==> config.mk <==
export PLATFORM = sky130hd
export DESIGN_NAME = tmr_xint_ctl
export DESIGN_NICKNAME = d
export VERILOG_FILES = /design/src/rtl/tmr_xint_pkg.sv /design/src/rtl/txc_rst_sync.sv /design/src/rtl/txc_pin_edge.sv /design/src/rtl/txc_tmr_chan.sv /design/src/rtl/txc_xint_chan.sv /design/src/rtl/tmr_xint_ctl.sv
export SDC_FILE = /design/constraint.sdc
export NUM_CORES = 1
export LEC_CHECK = 0
export ABC_AREA = 1
export ABC_CLOCK_PERIOD_IN_PS = 800
export BUFFER_PORTS_ARGS = -buffer_cell sky130_fd_sc_hd__buf_2
export CAP_MARGIN = 20
export CORE_MARGIN = 3
export CORE_UTILIZATION = 30
export DETAILED_ROUTE_END_ITERATION = 7
export SLEW_MARGIN = 5
export SYNTH_ARGS = -nofsm -noshare
export SYNTH_HDL_FRONTEND = slang
export SYNTH_SLANG_ARGS = --single-unit
==> constraint.sdc <==
create_clock -name clk -period 0.8 [get_ports clk]
set_input_delay 0.12 -clock clk [delete_from_list [all_inputs] [get_ports clk]]
set_output_delay 0.12 -clock clk [all_outputs]
set_load 0.01 [all_outputs]
==> src/rtl/tmr_xint_pkg.sv <==
package tmr_xint_pkg;

  localparam int SYNC_STAGES = 2;

  // Layout: external channels in the low half, timers in the high half.
  function automatic int xint_mode_bit(input int ch);
    return 2 * ch;
  endfunction

  function automatic int xint_flag_bit(input int ch);
    return 2 * ch + 1;
  endfunction

  function automatic int tmr_run_bit(input int nch, input int ch);
    return 2 * nch + 2 * ch;
  endfunction

  function automatic int tmr_ovf_bit(input int nch, input int ch);
    return 2 * nch + 2 * ch + 1;
  endfunction

endpackage

==> src/rtl/txc_rst_sync.sv <==
module txc_rst_sync #(
  parameter int STAGES = 2
) (
  input  logic clk,
  input  logic rst_n,
  output logic rst_sync_n
);

  logic [STAGES-1:0] chain_q;
  logic [STAGES-1:0] chain_d;

  always_comb begin
    chain_d = {chain_q[STAGES-2:0], 1'b1};
  end

  always_ff @(posedge clk or negedge rst_n) begin
    if (!rst_n) begin
      chain_q <= '0;
    end else begin
      chain_q <= chain_d;
    end
  end

  assign rst_sync_n = chain_q[STAGES-1];

endmodule

==> src/rtl/txc_pin_edge.sv <==
module txc_pin_edge #(
  parameter int STAGES = 2
) (
  input  logic clk,
  input  logic rst_n,
  input  logic pin,
  output logic lvl,
  output logic fall
);

  logic [STAGES-1:0] sync_q;
  logic [STAGES-1:0] sync_d;
  logic              prev_q;

  always_comb begin
    sync_d = {sync_q[STAGES-2:0], pin};
  end

  // Idle level of an active-low pin is 1, so reset to 1 to avoid a false edge.
  always_ff @(posedge clk or negedge rst_n) begin
    if (!rst_n) begin
      sync_q <= '1;
      prev_q <= 1'b1;
    end else begin
      sync_q <= sync_d;
      prev_q <= sync_q[STAGES-1];
    end
  end

  assign lvl  = sync_q[STAGES-1];
  assign fall = prev_q & ~sync_q[STAGES-1];

endmodule

==> src/rtl/txc_tmr_chan.sv <==
module txc_tmr_chan (
  input  logic clk,
  input  logic rst_n,
  input  logic ovf_we,
  input  logic ovf_wv,
  input  logic run_we,
  input  logic run_wv,
  input  logic ovf_pulse,
  input  logic ack,
  output logic ovf_q,
  output logic run_q
);

  logic ovf_d;
  logic ovf_en;

  always_comb begin
    ovf_en = ovf_pulse | ack | ovf_we;
    if (ovf_pulse) begin
      ovf_d = 1'b1;
    end else if (ack) begin
      ovf_d = 1'b0;
    end else begin
      ovf_d = ovf_wv;
    end
  end

  always_ff @(posedge clk or negedge rst_n) begin
    if (!rst_n) begin
      ovf_q <= 1'b0;
      run_q <= 1'b0;
    end else begin
      if (ovf_en) ovf_q <= ovf_d;
      if (run_we) run_q <= run_wv;
    end
  end

endmodule

==> src/rtl/txc_xint_chan.sv <==
module txc_xint_chan
  import tmr_xint_pkg::*;
(
  input  logic clk,
  input  logic rst_n,
  input  logic pin,
  input  logic flag_we,
  input  logic flag_wv,
  input  logic mode_we,
  input  logic mode_wv,
  input  logic ack,
  output logic flag_q,
  output logic mode_q
);

  logic lvl;
  logic fall;
  logic flag_d;
  logic flag_en;

  txc_pin_edge #(.STAGES(SYNC_STAGES)) u_edge (
    .clk  (clk),
    .rst_n(rst_n),
    .pin  (pin),
    .lvl  (lvl),
    .fall (fall)
  );

  always_comb begin
    if (!mode_q) begin
      flag_en = 1'b1;
      flag_d  = ~lvl;
    end else begin
      flag_en = fall | ack | flag_we;
      if (fall) begin
        flag_d = 1'b1;
      end else if (ack) begin
        flag_d = 1'b0;
      end else begin
        flag_d = flag_wv;
      end
    end
  end

  always_ff @(posedge clk or negedge rst_n) begin
    if (!rst_n) begin
      flag_q <= 1'b0;
      mode_q <= 1'b0;
    end else begin
      if (flag_en) flag_q <= flag_d;
      if (mode_we) mode_q <= mode_wv;
    end
  end

endmodule

==> src/rtl/tmr_xint_ctl.sv <==
module tmr_xint_ctl
  import tmr_xint_pkg::*;
#(
  parameter  int NUM_CH = 2,
  localparam int REG_W  = 4 * NUM_CH,
  localparam int SEL_W  = $clog2(REG_W)
) (
  input  logic              clk,
  input  logic              rst_n,
  input  logic              wr_byte_en,
  input  logic [REG_W-1:0]  wr_data,
  input  logic              bit_wr_en,
  input  logic [SEL_W-1:0]  bit_sel,
  input  logic              bit_val,
  input  logic [NUM_CH-1:0] tmr_ovf,
  input  logic [NUM_CH-1:0] tmr_ack,
  input  logic [NUM_CH-1:0] xint_pin,
  input  logic [NUM_CH-1:0] xint_ack,
  output logic [REG_W-1:0]  reg_rdata,
  output logic [NUM_CH-1:0] tmr_run,
  output logic [NUM_CH-1:0] tmr_irq,
  output logic [NUM_CH-1:0] xint_irq
);

  logic              rst_sync_n;
  logic [REG_W-1:0]  sw_we;
  logic [REG_W-1:0]  sw_val;
  logic [NUM_CH-1:0] t_ovf;
  logic [NUM_CH-1:0] t_run;
  logic [NUM_CH-1:0] x_flag;
  logic [NUM_CH-1:0] x_mode;

  txc_rst_sync #(.STAGES(2)) u_rst (
    .clk       (clk),
    .rst_n     (rst_n),
    .rst_sync_n(rst_sync_n)
  );

  // Per-bit software write decode; a single-bit write overrides the byte value.
  for (genvar b = 0; b < REG_W; b++) begin : g_dec
    logic hit;
    assign hit       = bit_wr_en && (bit_sel == SEL_W'(b));
    assign sw_we[b]  = wr_byte_en | hit;
    assign sw_val[b] = hit ? bit_val : wr_data[b];
  end

  for (genvar c = 0; c < NUM_CH; c++) begin : g_ch
    txc_tmr_chan u_tmr (
      .clk      (clk),
      .rst_n    (rst_sync_n),
      .ovf_we   (sw_we[tmr_ovf_bit(NUM_CH, c)]),
      .ovf_wv   (sw_val[tmr_ovf_bit(NUM_CH, c)]),
      .run_we   (sw_we[tmr_run_bit(NUM_CH, c)]),
      .run_wv   (sw_val[tmr_run_bit(NUM_CH, c)]),
      .ovf_pulse(tmr_ovf[c]),
      .ack      (tmr_ack[c]),
      .ovf_q    (t_ovf[c]),
      .run_q    (t_run[c])
    );

    txc_xint_chan u_xint (
      .clk    (clk),
      .rst_n  (rst_sync_n),
      .pin    (xint_pin[c]),
      .flag_we(sw_we[xint_flag_bit(c)]),
      .flag_wv(sw_val[xint_flag_bit(c)]),
      .mode_we(sw_we[xint_mode_bit(c)]),
      .mode_wv(sw_val[xint_mode_bit(c)]),
      .ack    (xint_ack[c]),
      .flag_q (x_flag[c]),
      .mode_q (x_mode[c])
    );
  end

  always_comb begin
    reg_rdata = '0;
    for (int c = 0; c < NUM_CH; c++) begin
      reg_rdata[tmr_ovf_bit(NUM_CH, c)] = t_ovf[c];
      reg_rdata[tmr_run_bit(NUM_CH, c)] = t_run[c];
      reg_rdata[xint_flag_bit(c)]       = x_flag[c];
      reg_rdata[xint_mode_bit(c)]       = x_mode[c];
    end
  end

  assign tmr_run  = t_run;
  assign tmr_irq  = t_ovf;
  assign xint_irq = x_flag;

endmodule

Yosys cells after proc, flatten, opt, wreduce, memory -nomap -nowiden:

Cells that the tools add are included.

* latch bits: 0
* output and inout bits: 14
* RAM bits: 0
* logic and storage cells: 69
* bits in registers: 16
* memory bits (read-only): 0
* input port bits: 24
* memories: 0

* multiplexer cells: 20
* $add $sub $neg: 0
* eq/ne operators: 7
* order comparisons: 0
* divide/modulo/power cells: 0
* shifts and indexed selects: 0
* bitwise gates (word level): 20
* reductions and logical operators: 9
* multipliers: 0

Operator list (number)
* $mux W1: 20
* $or A1 B1 Y1: 16
* $eq A3 B3 Y1 const B: 4
* $logic_and A1 B1 Y1: 8
* $eq A3 B2 Y1 const B: 2
* $eq A3 B1 Y1 const B: 1
* $logic_not A3 Y1: 1
* $and A1 B1 Y1: 2
* $not A1 Y1: 2

Logic depth before layout (Yosys ltp):

* depth in word-level cells: 6
* depth in mapped cells: 8
* gate-level depth less buffers: 8

By module:

A second synthesis with hierarchy kept.

* cells, all modules: 132
* area total of the unflattened synthesis: 905.9 µm²

Modules (own cells, without submodules)
* tmr_xint_ctl: cells an instance 59, area each 266.5 µm², seq. area each 0.0 µm², times used 1
* txc_xint_chan: cells an instance 16, area each 106.4 µm², seq. area each 50.0 µm², times used 2
* txc_tmr_chan: cells an instance 14, area each 97.6 µm², seq. area each 50.0 µm², times used 2
* txc_pin_edge: cells an instance 5, area each 88.8 µm², seq. area each 78.8 µm², times used 2
* txc_rst_sync: cells an instance 3, area each 53.8 µm², seq. area each 50.0 µm², times used 1

Worst setup path after synthesis:

No wires, ideal clock.

* kind: reg-to-reg
* start: register g_ch[0].u_xint.u_edge.sync_q[1]
* end: register g_ch[0].u_xint.flag_q
* setup slack: -0.238 ns
* setup time: 0.116 ns
* path buffers: 0
* arrival: 0.922 ns
* cell stages (with the launch flop): 8
* period minus slack after synthesis: 1.038 ns
* data required time: 0.684 ns
* cell sequence: dfstp_2 > inv_1 > nand2_1 > nand3_1 > nor2_1 > nor2_1 > nand2_1 > nand2_1

* cells in the longest elaborated chain, start to end: 5
* elaborated cells on any way between the ends: 7
* classes of those cells: 3 x mux; 4 x bitwise

RTL lines
* from (decl): line txc_pin_edge.sv:11 `logic [STAGES-1:0] sync_q;`
* from (signal assigned): line txc_pin_edge.sv:25 `sync_q <= sync_d;`
* $not A1 Y1 (*): line txc_pin_edge.sv:31, txc_xint_chan.sv:32
* $and A1 B1 Y1: line txc_pin_edge.sv:31 `assign fall = prev_q & ~sync_q[STAGES-1];`
* $or A1 B1 Y1 (2 in a row): line txc_xint_chan.sv:34 `flag_en = fall | ack | flag_we;`
* $mux W1: line txc_xint_chan.sv:30 `if (!mode_q) begin`
* to (signal assigned): line txc_xint_chan.sv:50 `if (flag_en) flag_q <= flag_d;`
* to (decl): line txc_xint_chan.sv:12 `output logic flag_q,`

Mark *: on every way between the ends. The rest lies on a longest branch, timed or not.
A chain may end at the register's enable or synchronous reset.

Final worst setup path:

* start: register g_ch[1].u_xint.u_edge.sync_q[1]
* end: register g_ch[1].u_xint.flag_q

* cells in the longest elaborated chain, start to end: 5
* elaborated cells on any way between the ends: 7
* classes of those cells: 3 x mux; 4 x bitwise

RTL lines (line)
* from (decl): txc_pin_edge.sv:11
* from (signal assigned): txc_pin_edge.sv:25
* $not A1 Y1 (*): txc_pin_edge.sv:31, txc_xint_chan.sv:32
* $and A1 B1 Y1: txc_pin_edge.sv:31
* $or A1 B1 Y1 (2 in a row): txc_xint_chan.sv:34
* $mux W1: txc_xint_chan.sv:30
* to (signal assigned): txc_xint_chan.sv:50
* to (decl): txc_xint_chan.sv:12

Marked as above.

==> summary.md <==
* -0.2923 ns — setup slack after layout
* 0.28 ns — worst skew pair latency
* 0 — Max Transition Viols Final
* 188 — final cell count without fillers
* 527.0 uW — Net Sw Power
* 0 — number of nets with antenna violations after detailed routing
* 0.08 ns — clock slew at reported path FFs
* 28.10% — Switching Share
* buf_2, nand2_1, nor2_1 — most used cells in the layout excluding fill and tap cells
* 49.68% — layout cell share with drive strength beyond 1
* finished, violations left — outcome
* 37 — number of port buffers
* 19 — first-iteration detailed-routing DRC count
* 15 — maximum number of pins on one net before global-route repair
* in2reg — Hold WC Path Type
* 45.34% — share of the yosys chip area belonging to registers
* 1569 microns — dpl hpwl
* 1.27 ns — Data arrival, critical path
* 0.0008959 V — worst ir drop on vdd
* 801 — number of global-route vias before repair
* 49.5% — relative contribution of sequential cells to total power
* tmr_ack[1] — origin of the worst min-delay path
* 0 — Residual DRC
* 0 — Max Cap Viol
* dfrtp_1 — post-synthesis cell type with the largest combined area
* 12.06% — GRT Resource Usage Total
* 10.48 microns — wire per inst
* 1970 microns — wire length after detailed routing
* 0 — count of warnings emitted by yosys
* 899.6 sq um — netlist area before placement
* 3 — Max Fanout on Critical Path
* g_ch[1].u_xint.u_edge.sync_q[1]$_DFF_PN1_ — Critical R2R Launch
* 0.005230 ns — worst clock skew on the final layout
* 2 — number of buffers on the longest clock path
* dfrtp_1, dfstp_2, buf_4, nand2_1, nor2_1 — most area-consuming cells after synthesis
* 38.25% — area delta synth->final
* 38 — boundary pin count
* 0 — antenna violations before repair
* 60.76 microns — die height
* 183 — net count of the finished layout
* 32.07% — Initial Utilization
* 21.6% — proportion of power drawn by the clock network
* setup timing — failing checks
* 2 — depth of the worst hold-timing path
* 7.891 sq um — Avg Synthesized Cell Area
* reg2reg — kind of critical path
* 0.98 ns — data required time at the worst endpoint
* 0 — total overflow reported by the global router
* 174 — total instance count after detailed placement
* 16 — number of sinks driven by the clock tree
* yes — unrepaired setup endpoints after global routing
* flip-flop — nature of the critical path startpoint
* 1 — Max H-tree Level
* 3291 microns — global-route wire length before repair
* 0.6478 nW — leakage power figure
* 138 — synthesized net count
* clkbuf_4 — CTS Root Cell
* 28.9% — share of total power in combinational logic
* 3692 sq um — area of the die
* 0 — number of failing hold endpoints at the final stage
* g_ch[1].u_xint.flag_q$_DFFE_PN0P_ — Reg-to-Reg End
* flip-flop — critical path endpoint category
* 1508 nW/um^2 — Pwr Density
* 19 — Site Rows
* buf_2 — most common cell after layout, fill and taps aside
* 136.5% — share of the clock period used by the worst path after layout
* 1.092 ns — crit path time final
* 60.76 microns — DIE WIDTH
* 21 — Cell variety after synth
* 0.8205 — routability cong.
* 44.34% — final design utilization
* 1.876 mW — overall power consumption
* 1.348 mW — Int Power
* 16 — flops & latches, synth
* 826 — via count
* -0.29 ns — flop-to-flop setup slack
* g_ch[1].u_tmr.ovf_q$_DFFE_PN0P_ — end point of the most critical hold path
* 3 — TritonCTS Buffers
* 20 — final setup violation count
* 7 — worst-case reg-to-reg path depth
* 4.394 — Via density
* 114 — synthesized instance count
* 27.82% — Yosys top cell area share
* 2805 sq um — area of the placeable core
* yes — TritonCTS clock tree
* 1060 sq um — placement-stage cell area
* 0 — antenna diode count
* 4 — drt pass-1 iters
* 1244 sq um — cell area after layout
* 0.9155 GHz — maximum operating frequency
layout make-up:
cell class | instances | area [sq um]
sequential | 16 | 407.9
tap | 31 | 38.79
multi-input combinational | 67 | 344.1
fill | 280 | 1562
timing repair buffer | 55 | 370.4
inverter | 16 | 60.06
clock buffer | 3 | 22.52
flip-flops by register name, summed over array words and instances (netlist names):
register	count
u_rst.chain_q	2
g_ch.u_xint.u_edge.sync_q	4
g_ch.u_xint.flag_q	2
g_ch.u_xint.mode_q	2
g_ch.u_xint.u_edge.prev_q	2
g_ch.u_tmr.ovf_q	2
g_ch.u_tmr.run_q	2
worst max-delay path by stage:
stage                                               from                           endpoint  slack (ns)  cells past startpoint
2_1_floorplan  g_ch[0].u_xint.u_edge.sync_q[1]$_DFF_PN1_  g_ch[0].u_xint.flag_q$_DFFE_PN0P_       -0.22                      7
3_3_place_gp   g_ch[0].u_xint.u_edge.sync_q[1]$_DFF_PN1_  g_ch[0].u_xint.flag_q$_DFFE_PN0P_       -0.24                      7
3_5_place_dp   g_ch[0].u_xint.u_edge.sync_q[1]$_DFF_PN1_  g_ch[0].u_xint.flag_q$_DFFE_PN0P_       -0.32                      7
4_1_cts        g_ch[0].u_xint.u_edge.sync_q[1]$_DFF_PN1_  g_ch[0].u_xint.flag_q$_DFFE_PN0P_       -0.30                      7
5_1_grt        g_ch[1].u_xint.u_edge.sync_q[1]$_DFF_PN1_  g_ch[1].u_xint.flag_q$_DFFE_PN0P_       -0.35                      7
6_report       g_ch[1].u_xint.u_edge.sync_q[1]$_DFF_PN1_  g_ch[1].u_xint.flag_q$_DFFE_PN0P_       -0.29                      7
metrics by stage:
stage	setup TNS, ns	worst slack, ns	hold slack [ns]
finish	-2.933	-0.2923	0.01307
floorplan	-0.4378	-0.2229	-0.1756
CTS	-3.271	-0.3007	0.0007200
global route	-4.152	-0.3514	0.0009527
global placement	-0.7441	-0.2403	-0.09561
detailed placement	-0.9860	-0.3169	-0.09306
critical path, cell delays in order, from the launching register on:
cell,delay [ns]
dfstp_2,0.54
inv_2,0.05
nand2_2,0.05
nand3_2,0.09
nor2_4,0.12
nor2_1,0.04
nand2_1,0.05
nand2_1,0.04
logic make-up after synthesis:
logic type	Yosys count	synth area share [%]
flip-flops	16	45.34
AND/OR/NAND/NOR	53	25.73
AO/OA/AOI/OAI	13	8.902
other	1	0.4168
buffers and inverters	31	19.61
cells in the mapped netlist:
library cell / number
nand2_2: 1
o21ai_0: 2
nor2_2: 3
dfstp_2: 6
o31ai_1: 1
conb_1: 1
o211ai_1: 1
nand2_1: 21
inv_2: 1
clkinv_1: 1
inv_1: 14
nor3_1: 1
buf_4: 14
a21oi_1: 4
o21bai_1: 3
nor2_1: 15
o22ai_1: 2
nor2_4: 1
nand3_1: 11
buf_6: 1
dfrtp_1: 10
routing by layer:
metal | track usage (%) | vias up | wire length, microns
li1 | - | 431 | -
met1 | 12.99 | 367 | 824
met2 | 21.53 | 23 | 1005
met3 | 4.255 | 5 | 114
met4 | 4.644 | 0 | 26
met5 | 0 | - | 0
repair_timing:
item | CTS | global route
hold buffers | 3 | 0
endpoints found under the setup margin | 19 | 21
setup buffers | 6 | 2
pin swaps | 10 | 9
gates cloned | 0 | 0
resized for setup | 16 | 5
hold endpoints to repair | 4 | 0
power groups by stage:
stage	logic [mW]	registers [mW]	clock network, mW
after floorplan	0.310	0.943	0
after global placement	0.416	0.935	0
after detailed placement	0.422	0.939	0
after CTS	0.526	0.928	0.438
after global routing	0.602	0.940	0.476
final	0.542	0.929	0.405
(Power assumes the default switching activity.)
